`src/rtl/wpc_pkg.sv`:
```
package wpc_pkg;
   typedef enum logic [1:0] {
      PS_IDLE = 2'd0,
      PS_WAIT = 2'd1,
      PS_ON   = 2'd2
   } pwr_state_e;

   localparam int NUM_FIELDS = 4;
endpackage

```
`src/rtl/wpc_alarm_match.sv`:
```
module wpc_alarm_match #(
   parameter int NF = 4,
   parameter int DW = 8
) (
   input  logic [NF-1:0][DW-1:0] now_v,
   input  logic [NF-1:0][DW-1:0] alm_v,
   input  logic                  strobe,
   input  logic                  enable,
   output logic                  hit
);
   logic [NF-1:0] eq;

   for (genvar f = 0; f < NF; f++) begin : g_field
      assign eq[f] = (now_v[f] == alm_v[f]);
   end

   assign hit = strobe & enable & (&eq);
endmodule

```
`src/rtl/wpc_ks_filter.sv`:
```
module wpc_ks_filter #(
   parameter int MIN_LOW = 4
) (
   input  logic clk,
   input  logic rst_n,
   input  logic ks_n,
   input  logic arm,
   output logic hit
);
   localparam int CW = $clog2(MIN_LOW + 1);
   localparam logic [CW-1:0] FIRE_AT = CW'(MIN_LOW - 1);
   localparam logic [CW-1:0] SAT_AT  = CW'(MIN_LOW);

   logic [CW-1:0] lo_cnt;

   // counts consecutive low samples, saturating one past the fire point
   always_ff @(posedge clk or negedge rst_n) begin
      if (!rst_n) begin
         lo_cnt <= '0;
      end else if (ks_n) begin
         lo_cnt <= '0;
      end else if (lo_cnt != SAT_AT) begin
         lo_cnt <= lo_cnt + 1'b1;
      end
   end

   assign hit = arm & ~ks_n & (lo_cnt == FIRE_AT);
endmodule

```
`src/rtl/wpc_pon_fsm.sv`:
```
module wpc_pon_fsm
   import wpc_pkg::*;
#(
   parameter int TIMEOUT = 32
) (
   input  logic clk,
   input  logic rst_n,
   input  logic req,
   input  logic main_good,
   output logic pwr_oe
);
   localparam int TW = $clog2(TIMEOUT + 1);
   localparam logic [TW-1:0] LAST = TW'(TIMEOUT - 1);

   pwr_state_e     st;
   logic [TW-1:0]  tmr;

   always_ff @(posedge clk or negedge rst_n) begin
      if (!rst_n) begin
         st  <= PS_IDLE;
         tmr <= '0;
      end else begin
         unique case (st)
            PS_IDLE: if (req) begin
               st  <= PS_WAIT;
               tmr <= '0;
            end
            PS_WAIT: if (main_good) begin
               st <= PS_ON;
            end else if (tmr == LAST) begin
               st <= PS_IDLE;
            end else begin
               tmr <= tmr + 1'b1;
            end
            PS_ON: if (!main_good) begin
               st <= PS_IDLE;
            end
            default: st <= PS_IDLE;
         endcase
      end
   end

   assign pwr_oe = (st != PS_IDLE);
endmodule

```
`src/rtl/wake_power_ctl.sv`:
```
module wake_power_ctl
   import wpc_pkg::*;
#(
   parameter int DW          = 8,
   parameter int KS_MIN_LOW  = 8,
   parameter int PON_TIMEOUT = 64
) (
   input  logic          clk,
   input  logic          rst_n,
   input  logic          sec_upd,
   input  logic [DW-1:0] now_day,
   input  logic [DW-1:0] now_hour,
   input  logic [DW-1:0] now_min,
   input  logic [DW-1:0] now_sec,
   input  logic [DW-1:0] alm_day,
   input  logic [DW-1:0] alm_hour,
   input  logic [DW-1:0] alm_min,
   input  logic [DW-1:0] alm_sec,
   input  logic          wake_en,
   input  logic          xfer_en,
   input  logic          ks_en,
   input  logic          ks_n,
   input  logic          main_good,
   input  logic          clr_wake_flag,
   input  logic          clr_ks_flag,
   output logic          pwr_oe,
   output logic          pwr_dat,
   output logic          wake_flag,
   output logic          ks_flag
);
   if (DW < 1 || KS_MIN_LOW < 1 || PON_TIMEOUT < 1) begin : g_bad_param
      $error("wake_power_ctl: DW, KS_MIN_LOW and PON_TIMEOUT must be at least 1");
   end

   logic [NUM_FIELDS-1:0][DW-1:0] now_v, alm_v;
   logic wake_hit, ks_hit;

   assign now_v = {now_day, now_hour, now_min, now_sec};
   assign alm_v = {alm_day, alm_hour, alm_min, alm_sec};

   wpc_alarm_match #(.NF(NUM_FIELDS), .DW(DW)) u_match (
      .now_v  (now_v),
      .alm_v  (alm_v),
      .strobe (sec_upd),
      .enable (wake_en & xfer_en),
      .hit    (wake_hit)
   );

   wpc_ks_filter #(.MIN_LOW(KS_MIN_LOW)) u_ksf (
      .clk   (clk),
      .rst_n (rst_n),
      .ks_n  (ks_n),
      .arm   (ks_en & ~main_good),
      .hit   (ks_hit)
   );

   wpc_pon_fsm #(.TIMEOUT(PON_TIMEOUT)) u_fsm (
      .clk       (clk),
      .rst_n     (rst_n),
      .req       (wake_hit | ks_hit),
      .main_good (main_good),
      .pwr_oe    (pwr_oe)
   );

   // sticky flags: a new event wins over a software clear
   always_ff @(posedge clk or negedge rst_n) begin
      if (!rst_n) begin
         wake_flag <= 1'b0;
         ks_flag   <= 1'b0;
      end else begin
         wake_flag <= wake_hit | (wake_flag & ~clr_wake_flag);
         ks_flag   <= ks_hit   | (ks_flag   & ~clr_ks_flag);
      end
   end

   assign pwr_dat = 1'b0;
endmodule

```
`config.mk`:
```
export PLATFORM = sky130hd
export DESIGN_NAME = wake_power_ctl
export DESIGN_NICKNAME = d
export VERILOG_FILES = /design/src/rtl/wpc_pkg.sv /design/src/rtl/wpc_alarm_match.sv /design/src/rtl/wpc_ks_filter.sv /design/src/rtl/wpc_pon_fsm.sv /design/src/rtl/wake_power_ctl.sv
export SDC_FILE = /design/constraint.sdc
export NUM_CORES = 1
export LEC_CHECK = 0
export BUFFER_PORTS_ARGS = -buffer_cell sky130_fd_sc_hd__buf_2
export CORE_MARGIN = 3
export CORE_UTILIZATION = 35
export CTS_CLUSTER_DIAMETER = 200
export DETAILED_ROUTE_END_ITERATION = 6
export MAX_ROUTING_LAYER = met4
export PLACE_DENSITY_LB_ADDON = 0.15
export SLEW_MARGIN = 0
export SYNTH_ARGS = -nofsm -noshare
export SYNTH_HDL_FRONTEND = slang
export SYNTH_HIERARCHICAL = 1
export SYNTH_SLANG_ARGS = --single-unit
```
`constraint.sdc`:
```
create_clock -name clk -period 2 [get_ports clk]
set_input_delay 0.1 -clock clk [delete_from_list [all_inputs] [get_ports clk]]
set_output_delay 0.1 -clock clk [all_outputs]
set_load 0.02 [all_outputs]
```
---- Yosys cells after proc, flatten, opt, wreduce, memory -nomap -nowiden ----
Index checks and enable logic that the tools add are counted.
operators by class
  add/subtract/negate cells ............... 2
  eq/ne operators ......................... 14
  mux-type cells .......................... 11
  bitwise logic cells ..................... 15
  reductions and logical operators ........ 7
operators by type and width
  kind                   number
  $eq A8 B8 Y1           4
  $mux W7                3
  $pmux W7 S2            1
  $and A1 B1 Y1          8
  $mux W2                4
  $mux W4                2
  $reduce_and A4 Y1      2
  $add A7 B1 Y7 const B  1
  $eq A7 B6 Y1 const B   1
  $ne A2 B2 Y1 const B   3
  $pmux W2 S3            1
  $reduce_bool A2 Y1     3
  $add A4 B1 Y4 const B  1
  $eq A4 B3 Y1 const B   1
  $ne A4 B4 Y1 const B   1
  $not A1 Y1             4
  $ne A3 B2 Y1 const B   1
  $or A1 B1 Y1           3
  $reduce_and A3 Y1      1
  $eq A2 B1 Y1 const B   1
  $eq A2 B2 Y1 const B   1
  $logic_not A2 Y1       1
  $ne A2 B1 Y1 const B   1
word-level totals
  bits in registers ....................... 15
  input bits .............................. 74
  output and inout bits ................... 4
  logic and storage cells ................. 54

---- Depth between registers and ports, before layout ----
Gate-level depths: netlist (run 1).
  depth in word-level cells ............... 7
  depth in mapped cells ................... 8
  mapped depth without buffers ............ 8

---- By module ----
The synthesis (run 1) kept the hierarchy.
modules (own cells, without submodules)
  module           instances  cells an instance  area an instance (µm²)  seq. area each (µm²)
  wpc_pon_fsm      1          46                 490.5                   225.2
  wpc_alarm_match  1          44                 365.4                   0.0
  wpc_ks_filter    1          21                 227.7                   100.1
  wake_power_ctl   1          11                 102.6                   50.0

---- Worst setup path before layout (run 1) ----
Ideal clock, no wire load.
  kind .................................... input to register
  start ................................... input alm_day[3]
  end ..................................... register u_fsm.tmr[0]
  library setup time ...................... 0.125 ns
  data arrival time ....................... 1.924 ns
  required time ........................... 1.875 ns
  path slack .............................. -0.048 ns
  stages .................................. 8
  path buffers ............................ 0
  path through ............................ xor2_1 -> a2111o_1 -> or4_4 -> nor3_2 -> or2_1 -> nand2b_1 -> a21o_2 -> mux2_2
on the way
  cells in the longest elaborated chain, start to end .. 6
RTL lines
  element                      RTL line               source
  start, declared              wake_power_ctl.sv:15   input logic [DW-1:0] alm_day,
  $eq A8 B8 Y1                 wpc_alarm_match.sv:14  assign eq[f] = (now_v[f] == alm_v[f]);
  $reduce_and A4 Y1            wpc_alarm_match.sv:17  assign hit = strobe & enable & (&eq);
  $and A1 B1 Y1                wpc_alarm_match.sv:17
  named net wake_hit           wake_power_ctl.sv:36   logic wake_hit, ks_hit;
  $or A1 B1 Y1                 wake_power_ctl.sv:60   .req (wake_hit | ks_hit),
  $ne A2 B1 Y1 (no line)       n/a
  $reduce_and A4 Y1 (no line)  n/a
  end signal, assigned         wpc_pon_fsm.sv:33      tmr <= tmr + 1'b1;
  end, declared                wpc_pon_fsm.sv:16      logic [TW-1:0] tmr;
The timed path passes the listed nets, and every way through them passes these cells.
A chain may end at the register's enable or synchronous reset.

---- Worst setup path after layout (run 1) ----
Ends and elaborated chain as after synthesis.

==> results.py, run 1 <==
metrics = {
    "synth": {
        "synth_seq_area_share_pct": 31.6,
        "synthFlopType": "dfrtp_1",
        "yosys.area_share.adder_pct": 3.16,
        "avgSynthCellArea_um2": 9.72,
        "synth_top_family_by_area": "XOR/XNOR gates",
        "synth_commonest_cells": "xor2_1 (21), dfrtp_1 (15), xnor2_1 (13)",
        "ys_ff_latch": 15,
        "synth_most_common_cell": "xor2_1",
        "synthMuxAreaShare_pct": 3.48,
        "netlist.area_leader.share_pct": 31.6,
        "synth_edf_count": 0,
        "synth-simple-area-share_pct": 20.4,
        "synth_nets": 199,
        "synthTopCellsByArea": "dfrtp_1 (32%), xor2_1 (16%), xnor2_1 (9.6%), ha_1 (3.2%), mux2i_1 (2.5%)",
        "synth_cell_type_count": 43,
        "ys_warn_count": 6,
        "synth_top_cell_by_area": "dfrtp_1",
        "netlist_area_um2": 1190,
        "async_flop_share_pct": 100,
        "synth_compound_area_share_pct": 12.3,
        "synth_cells": 122,
        "synth_xor_xnor_area_share_pct": 25.1,
    },
    "drt": {
        "drt_iter0_markers": 32,
        "wire_per_inst_um": 12.0,
        "num_vias": 1155,
        "vias_per_cell": 4.68,
        "ant_nets": 0,
        "dr.pass1.iters": 4,
        "drt_wl_total_um": 2970,
        "drc": 0,
    },
    "cells_and_area": {
        "design_area_um2": 1660,
        "regArea_um2": 375,
        "n_antenna_cell": 0,
        "fillers": 326,
        "multiInputGateArea_um2": 768,
        "final_util_pct": 52.7,
        "drive_gt1_share_pct": 45.8,
        "syn2layout_area_growth_pct": 40.1,
        "layoutNonFillerInstCount": 247,
        "layout.nets": 281,
    },
    "sta": {
        "fin_setup_tns_ps": 0,
        "finalHoldViolations": 0,
        "whs_ps": 28.0,
        "min_period_ps": 1840,
        "rsz0062_at_grt": "no",
        "fin_ws_ps": 165,
        "setup_violations": 0,
        "max_freq_mhz": 545,
        "period_share_pct": 91.8,
        "fin_skew_ps": 1.42,
        "drv_slew": 0,
    },
    "clock_tree": {
        "cts.repair.resized": 0,
        "root_buffer": "clkbuf_4",
        "cts_tree": "yes",
        "clock-sinks": 15,
        "path_clk_slew_ps": 90,
        "cts_buffers": 3,
        "cts_setup_buffers": 0,
        "clock_latency_ps": 280,
        "cts_max_level": 1,
        "clk_path_buf_depth": 2,
    },
    "worst_setup_path": {
        "arrival_ps": 2010,
        "r2r_slack_ps": 320,
        "worst_setup_path_end_kind": "register",
        "start_kind": "input pin",
        "crit_type": "in -> reg",
        "crit_fanout": 3,
        "crit_required_ps": 2170,
    },
    "place": {
        "port_buffers": 76,
        "place_area_um2": 1620,
        "place_inst": 242,
        "dp_slack_ps": -165,
        "gp_congestion": 0.803,
        "dp_hpwl_um": 2630,
    },
    "power": {
        "p_switching_uw": 184,
        "power_frac_comb_pct": 26.3,
        "leakage_nw": 0.865,
        "p_int_uw": 490,
        "p_total_uw": 673,
        "peakVddDrop_uv": 180,
        "power_frac_seq_pct": 48.0,
        "p_clk_share_pct": 25.6,
        "powerDensity_nw_per_um2": 405,
        "sw_frac_of_total_pct": 27.3,
    },
    "floorplan": {
        "core_area_um2": 3150,
        "fp.dieArea_um2": 4120,
        "start_util_pct": 37.6,
        "die_w_um": 64.2,
        "io_pins": 78,
        "die_h_um": 64.2,
        "placementRows": 20,
    },
    "job": {
        "cap_violations": 0,
    },
    "global_route": {
        "antenna_found_initial": 0,
        "overflow": 0,
        "grt_max_degree": 16,
        "grt_pass1_wl_um": 4850,
        "grt_pass1_vias": 1197,
        "grt_usage_pct": 15.2,
    },
    "status": {
        "status": "finished, final reports clean",
    },
    "worst_hold_path": {
        "hold_class": "in -> reg",
    },
}
-- layer usage --
metal  vias up  GRT usage, %  part of all wire [%]  routed length (um)
met2        56          27.6                    54                1600
met4         0          4.75                     0                   0
met3         0          2.64                   7.5                 223
met1       515          16.7                    39                1140
met5         -             -                     0                   0
li1        584             -                     -                   -
-- cell type report --
class,instances,share of cell area (%)
inverters,8,1.81
flip-flops and latches,15,22.6
well taps,44,3.31
clock inverters,1,0.301
clock buffers,3,1.36
multi-input cells,97,46.2
repair buffers,79,24.4
-- cells by family after synthesis --
family / Yosys count
mux: 4
xor+xnor: 34
fa+ha+maj: 3
other cells: 1
simple gates: 37
flops: 15
buf+inv: 10
compound gates: 18
-- flip-flops by register name (all words and copies together) (netlist names) --
register	count
wake_flag	1
u_fsm/tmr	7
u_ksf/lo_cnt	4
ks_flag	1
u_fsm/st	2
-- power by group through the flow --
stage / combinational (mW) / sequential, mW / clock [mW]
floorplan: 0.0815 / 0.326 / 0
global placement: 0.171 / 0.328 / 0
detailed placement: 0.179 / 0.329 / 0
CTS: 0.181 / 0.323 / 0.181
global route: 0.201 / 0.325 / 0.194
finish: 0.177 / 0.323 / 0.173
-- cell usage in the layout, fill, tap and decap left out, drive strengths merged, types with 2 or more instances in the layout --
cell type / n
ha: 3
a21o: 3
or4: 2
nand4: 3
a21boi: 2
xor2: 21
nand3: 6
or2: 3
nor2: 6
dfrtp: 15
and2: 2
inv: 8
xnor2: 13
clkbuf: 3
o21ai: 3
mux2i: 3
nand2: 3
nor4: 4
buf: 78
nor3: 2
-- path summary, 6_finish.rpt --
check,depth (start not counted),to,startpoint
min in group asynchronous,2,u_fsm/tmr[5],rst_n
max,9,u_fsm/tmr[0],alm_day[3]
min reg2reg,1,ks_flag,ks_flag
max in group asynchronous,2,ks_flag,rst_n
min,2,u_ksf/lo_cnt[0],ks_n
max reg2reg,7,u_fsm/tmr[0],u_ksf/lo_cnt[0]
-- critical path, cell delays in order --
cell      delay [ps]
buf_2            100
xor2_1           150
a2111o_1         370
or4_4            410
nor3_2           210
or2_1            140
nand2b_1          70
a21o_2           200
mux2_2           260
-- what timing repair did --
item	4_1_cts	5_1_grt
endpoints found under the hold margin	15	0
endpoints found under the setup margin	0	0
hold buffers	1	0
Note: power is estimated with default switching activity, not from simulation.
==> inputs of run 2 (changes only) <==
- SYNTH_HIERARCHICAL: 1 -> unset
==> results.py, run 2 <==
metrics = {
    "cells_and_area": {
        "drive_gt1_share_pct": 39.0,
        "largest_register_ffs": 7,
        "n_antenna_cell": 0,
        "top_regs": "u_fsm.tmr: 7 flops, u_ksf.lo_cnt: 4 flops, u_fsm.st: 2 flops",
        "layout.nets": 301,
        "syn2layout_area_growth_pct": 41.5,
        "mostFrequentLayoutCells": "buf_2 (76), xor2_1 (20), nand2_1 (15), dfrtp_1 (15), xnor2_1 (14)",
        "layout_commonest_cell": "buf_2",
        "regMostFlops": "u_fsm.tmr",
    },
    "synth": {
        "netlist_area_um2": 1200,
        "avgSynthCellArea_um2": 8.58,
        "synth_top_family_by_area": "XOR/XNOR gates",
        "synth_top_cell_by_area": "dfrtp_1",
        "synth_compound_area_share_pct": 15.2,
        "ys_ff_latch": 15,
        "synth_commonest_cells": "xor2_1 (20), dfrtp_1 (15), nand2_1 (15)",
        "synth_edf_count": 0,
        "synth_cell_type_count": 36,
        "netlist.area_leader.share_pct": 31.3,
        "async_flop_share_pct": 100,
        "synth-simple-area-share_pct": 21.5,
        "synth_xor_xnor_area_share_pct": 24.8,
        "synth_nets": 217,
        "synth_cells": 140,
        "synth_seq_area_share_pct": 31.3,
        "synthMuxAreaShare_pct": 0.938,
        "synth_most_common_cell": "xor2_1",
        "synthFlopType": "dfrtp_1",
        "ys_warn_count": 0,
        "synthTopCellsByArea": "dfrtp_1 (31%), xor2_1 (15%), xnor2_1 (10%), nand2_1 (4.7%), o21ai_0 (4.6%)",
        "yosys.area_share.adder_pct": 3.13,
    },
    "global_route": {
        "overflow": 0,
        "grt_pass1_vias": 1301,
        "grt_pass1_wl_um": 5380,
        "grt_usage_pct": 16.4,
        "grt_max_degree": 16,
        "antenna_found_initial": 0,
    },
    "floorplan": {
        "fp.dieArea_um2": 4170,
        "start_util_pct": 38.1,
        "io_pins": 78,
        "die_h_um": 64.6,
        "placementRows": 20,
        "core_area_um2": 3150,
        "die_w_um": 64.6,
    },
    "clock_tree": {
        "cts_hold_buf": 3,
        "path_clk_slew_ps": 80,
        "cts_tree": "yes",
        "cts_setup_buffers": 0,
        "cts_max_level": 1,
        "clock-sinks": 15,
        "clk_path_buf_depth": 2,
        "clock_latency_ps": 270,
        "cts.repair.resized": 0,
        "cts_buffers": 3,
        "root_buffer": "clkbuf_4",
    },
    "power": {
        "p_total_mw": 1.21,
        "powerDensity_nw_per_um2": 714,
        "leakage_nw": 0.798,
        "peakVddDrop_uv": 326,
    },
    "sta": {
        "finalHoldViolations": 0,
        "fin_skew_ps": 1.74,
        "period_share_pct": 88.5,
        "setup_violations": 0,
        "rsz0062_at_grt": "no",
        "fin_setup_tns_ps": 0,
        "min_period_ps": 1770,
        "max_freq_mhz": 565,
        "drv_slew": 0,
    },
    "drt": {
        "wire_per_inst_um": 11.8,
        "vias_per_cell": 4.79,
        "ant_nets": 0,
        "num_vias": 1280,
        "dr.pass1.iters": 4,
        "drt_iter0_markers": 64,
        "drt_wl_total_um": 3140,
        "drc": 0,
    },
    "worst_setup_path": {
        "crit_type": "reg -> reg",
        "arrival_ps": 1910,
        "crit_required_ps": 2140,
        "reg2reg_to": "u_fsm.tmr[3]",
        "r2r_cells": 7,
        "start_kind": "register",
        "crit_fanout": 8,
        "r2r_slack_ps": 230,
        "r2r-start": "u_fsm.tmr[0]",
        "worst_setup_path_end_kind": "register",
    },
    "place": {
        "gp_congestion": 0.868,
        "dp_hpwl_um": 2620,
        "port_buffers": 76,
    },
    "worst_hold_path": {
        "holdPathEnd": "u_ksf.lo_cnt[0]",
        "hold_depth": 2,
        "hold_class": "in -> reg",
        "hp-start": "ks_n",
    },
    "job": {
        "cap_violations": 0,
    },
    "status": {
        "status": "finished, final reports clean",
    },
}
run 2: final cells by class:
class,count,area [um2]
multi-input combinational,117,791
fill,301,1450
sequential,15,375
clock buffer,4,26.3
tap,44,55.1
timing repair buffer,82,433
inverter,5,18.8
run 2: metal layers:
layer | vias to the layer above | GRT usage (%) | part of all wire (%)
li1 | 660 | - | -
met1 | 561 | 19.5 | 41
met2 | 57 | 28.9 | 52
met3 | 2 | 1.91 | 6.0
met4 | 0 | 5.28 | 0.61
met5 | - | - | 0
run 2: worst max-delay path by stage:
stage	slack, ps	start	to	cells after the start
after CTS	240	u_fsm.tmr[0]	u_fsm.tmr[4]	7
after floorplan	310	u_fsm.st[1]	u_fsm.tmr[5]	5
final	230	u_fsm.tmr[0]	u_fsm.tmr[3]	7
after global placement	290	u_fsm.tmr[0]	u_fsm.tmr[3]	7
after global routing	60	u_fsm.tmr[0]	u_fsm.tmr[3]	7
after detailed placement	260	u_fsm.tmr[0]	u_fsm.tmr[3]	7
run 2: metrics by stage:
step	cell area (um2)	hold slack, ps	worst slack [ps]	util, %	instances
global placement	1640	18.7	293	52.1	260
floorplan	1200	-196	308	-	140
CTS	1700	20.3	239	53.9	267
global route	1700	21.5	63.6	53.9	267
detailed placement	1640	26.1	259	52.1	260
finish	1700	31.2	230	53.9	267
run 2: kinds of logic after synthesis:
logic type,Yosys count
buffers and inverters,8
xor gates and xnor gates,34
DFF,15
and+or+nand+nor,49
muxes,1
AOI/OAI and AO/OA,29
adders and majority gates,3
other,1
run 2: critical path, stage by stage, from the launching register on:
cell and delay, ps:
dfrtp_1 430, ha_1 250, nand4b_1 80, o21ai_0 100, buf_4 160, and2_1 240, a211oi_1 250, o21ai_0 110
run 2: power breakdown:
part	switching, mW	leakage (nW)	internal [mW]	total, mW
Clock	0.0884	0.0150	0.0772	0.166
Sequential	0.0992	0.196	0.384	0.483
Combinational	0.301	0.587	0.264	0.565
==> inputs of run 3 (changes only) <==
- CELL_PAD_IN_SITES_DETAIL_PLACEMENT: unset -> 0
- CELL_PAD_IN_SITES_GLOBAL_PLACEMENT: unset -> 1
- CORE_UTILIZATION: 35 -> 31
- HOLD_SLACK_MARGIN: unset -> 0.1
- clock period: 2 -> 2.06 ns (I/O delays scaled with it)
==> results.py, run 3 (synthesized netlist as in run 2, its figures left out) <==
metrics = {
    "sta": {
        "setup_violations": 0,
        "period_share_pct": 87.1,
        "max_freq_mhz": 558,
        "fin_skew_ps": 8.41,
        "rsz0062_at_grt": "no",
        "fin_ws_ps": 267,
        "fin_setup_tns_ps": 0,
        "finalHoldViolations": 0,
        "whs_ps": 124,
        "drv_slew": 0,
        "min_period_ps": 1790,
    },
    "worst_setup_path": {
        "r2r_cells": 7,
        "worst_setup_path_end_kind": "register",
        "crit_required_ps": 2190,
        "start_kind": "register",
        "crit_type": "reg -> reg",
        "r2r_slack_ps": 270,
        "reg2reg_to": "u_fsm.tmr[3]",
        "arrival_ps": 1920,
        "crit_fanout": 8,
        "r2r-start": "u_fsm.tmr[0]",
    },
    "floorplan": {
        "fp.dieArea_um2": 4660,
        "die_h_um": 68.2,
        "core_area_um2": 3520,
        "io_pins": 78,
        "start_util_pct": 34.1,
        "die_w_um": 68.2,
        "placementRows": 21,
    },
    "global_route": {
        "grt_pass1_wl_um": 5340,
        "overflow": 0,
        "grt_usage_pct": 15.7,
        "grt_max_degree": 16,
        "grt_pass1_vias": 1318,
        "antenna_found_initial": 0,
    },
    "clock_tree": {
        "cts.repair.resized": 0,
        "clock-sinks": 15,
        "cts_tree": "yes",
        "cts_setup_buffers": 0,
        "clock_latency_ps": 250,
        "root_buffer": "clkbuf_8",
        "clk_path_buf_depth": 2,
        "cts_max_level": 1,
        "path_clk_slew_ps": 70,
        "cts_buffers": 3,
    },
    "place": {
        "gp_congestion": 0.899,
        "place_inst": 262,
        "dp_slack_ps": 254,
        "dp_hpwl_um": 2650,
        "port_buffers": 76,
        "place_area_um2": 1650,
    },
    "cells_and_area": {
        "drive_gt1_share_pct": 39.3,
        "top_regs": "u_fsm.tmr: 7 flops, u_ksf.lo_cnt: 4 flops, u_fsm.st: 2 flops",
        "design_area_um2": 1730,
        "fillers": 361,
        "layoutNonFillerInstCount": 270,
        "syn2layout_area_growth_pct": 44.2,
        "mostFrequentLayoutCells": "buf_2 (76), xor2_1 (20), nand2_1 (15), dfrtp_1 (15), xnor2_1 (14)",
        "n_antenna_cell": 0,
        "final_util_pct": 49.2,
        "layout.nets": 302,
        "layout_commonest_cell": "buf_2",
        "regMostFlops": "u_fsm.tmr",
        "largest_register_ffs": 7,
    },
    "drt": {
        "num_vias": 1268,
        "ant_nets": 0,
        "dr.pass1.iters": 4,
        "wire_per_inst_um": 11.6,
        "drc": 0,
        "drt_iter0_markers": 60,
        "vias_per_cell": 4.70,
        "drt_wl_total_um": 3120,
    },
    "power": {
        "peakVddDrop_uv": 206,
        "p_clk_share_pct": 19.2,
        "leakage_nw": 0.813,
        "power_frac_seq_pct": 37.1,
        "powerDensity_nw_per_um2": 727,
        "p_int_uw": 765,
        "p_switching_uw": 494,
        "power_frac_comb_pct": 43.7,
        "p_total_mw": 1.26,
        "sw_frac_of_total_pct": 39.2,
    },
    "worst_hold_path": {
        "hold_class": "in -> reg",
        "hold_depth": 2,
        "holdPathEnd": "u_fsm.st[1]",
        "hp-start": "main_good",
    },
    "job": {
        "cap_violations": 0,
    },
    "status": {
        "status": "finished, final reports clean",
    },
}
-- run 3: final cells by class --
cell class / count / area (um2) / area share [%]
Timing Repair Buffer: 83 / 443 / 25.6
Sequential cell: 15 / 375 / 21.7
Clock inverter: 1 / 5.00 / 0.289
Tap cell: 46 / 57.6 / 3.32
Inverter: 5 / 18.8 / 1.08
Multi-Input combinational cell: 117 / 791 / 45.7
Clock buffer: 3 / 41.3 / 2.38
-- run 3: metal layers --
| metal | GRT usage, % | share of wire (%) | vias up |
|---|---|---|---|
| li1 | - | - | 665 |
| met1 | 19.5 | 44 | 537 |
| met2 | 25.5 | 47 | 62 |
| met3 | 2.46 | 7.7 | 4 |
| met4 | 5.96 | 1.4 | 0 |
| met5 | - | 0 | - |
-- run 3: how the worst max path moves through the flow --
stage            startpoint      endpoint  slack, ps  cells past startpoint
4_1_cts        u_fsm.tmr[0]  u_fsm.tmr[3]        240                      7
5_1_grt        u_fsm.tmr[0]  u_fsm.tmr[3]         90                      7
2_1_floorplan   u_fsm.st[1]  u_fsm.tmr[5]        370                      5
6_report       u_fsm.tmr[0]  u_fsm.tmr[3]        270                      7
3_5_place_dp   u_fsm.tmr[0]  u_fsm.tmr[3]        250                      7
3_3_place_gp   u_fsm.tmr[0]  u_fsm.tmr[3]        260                      7
-- run 3: worst max-delay path: stages (launching register included) --
cell and delay, ps:
dfrtp_1 420, ha_1 250, nand4b_1 90, o21ai_0 100, buf_4 160, and2_1 250, a211oi_1 280, o21ai_0 110
-- run 3: timing repair --
action / 4_1_cts / 5_1_grt
hold buffers: 4 / 0
hold endpoints to repair: 21 / 0
setup endpoints to repair: 0 / 0
-- run 3: power groups by stage --
stage	Clock, mW	Combinational, mW	Sequential [mW]
global placement	0	0.541	0.468
global route	0.264	0.645	0.487
detailed placement	0	0.550	0.471
floorplan	0	0.360	0.447
finish	0.242	0.551	0.467
CTS	0.253	0.556	0.466
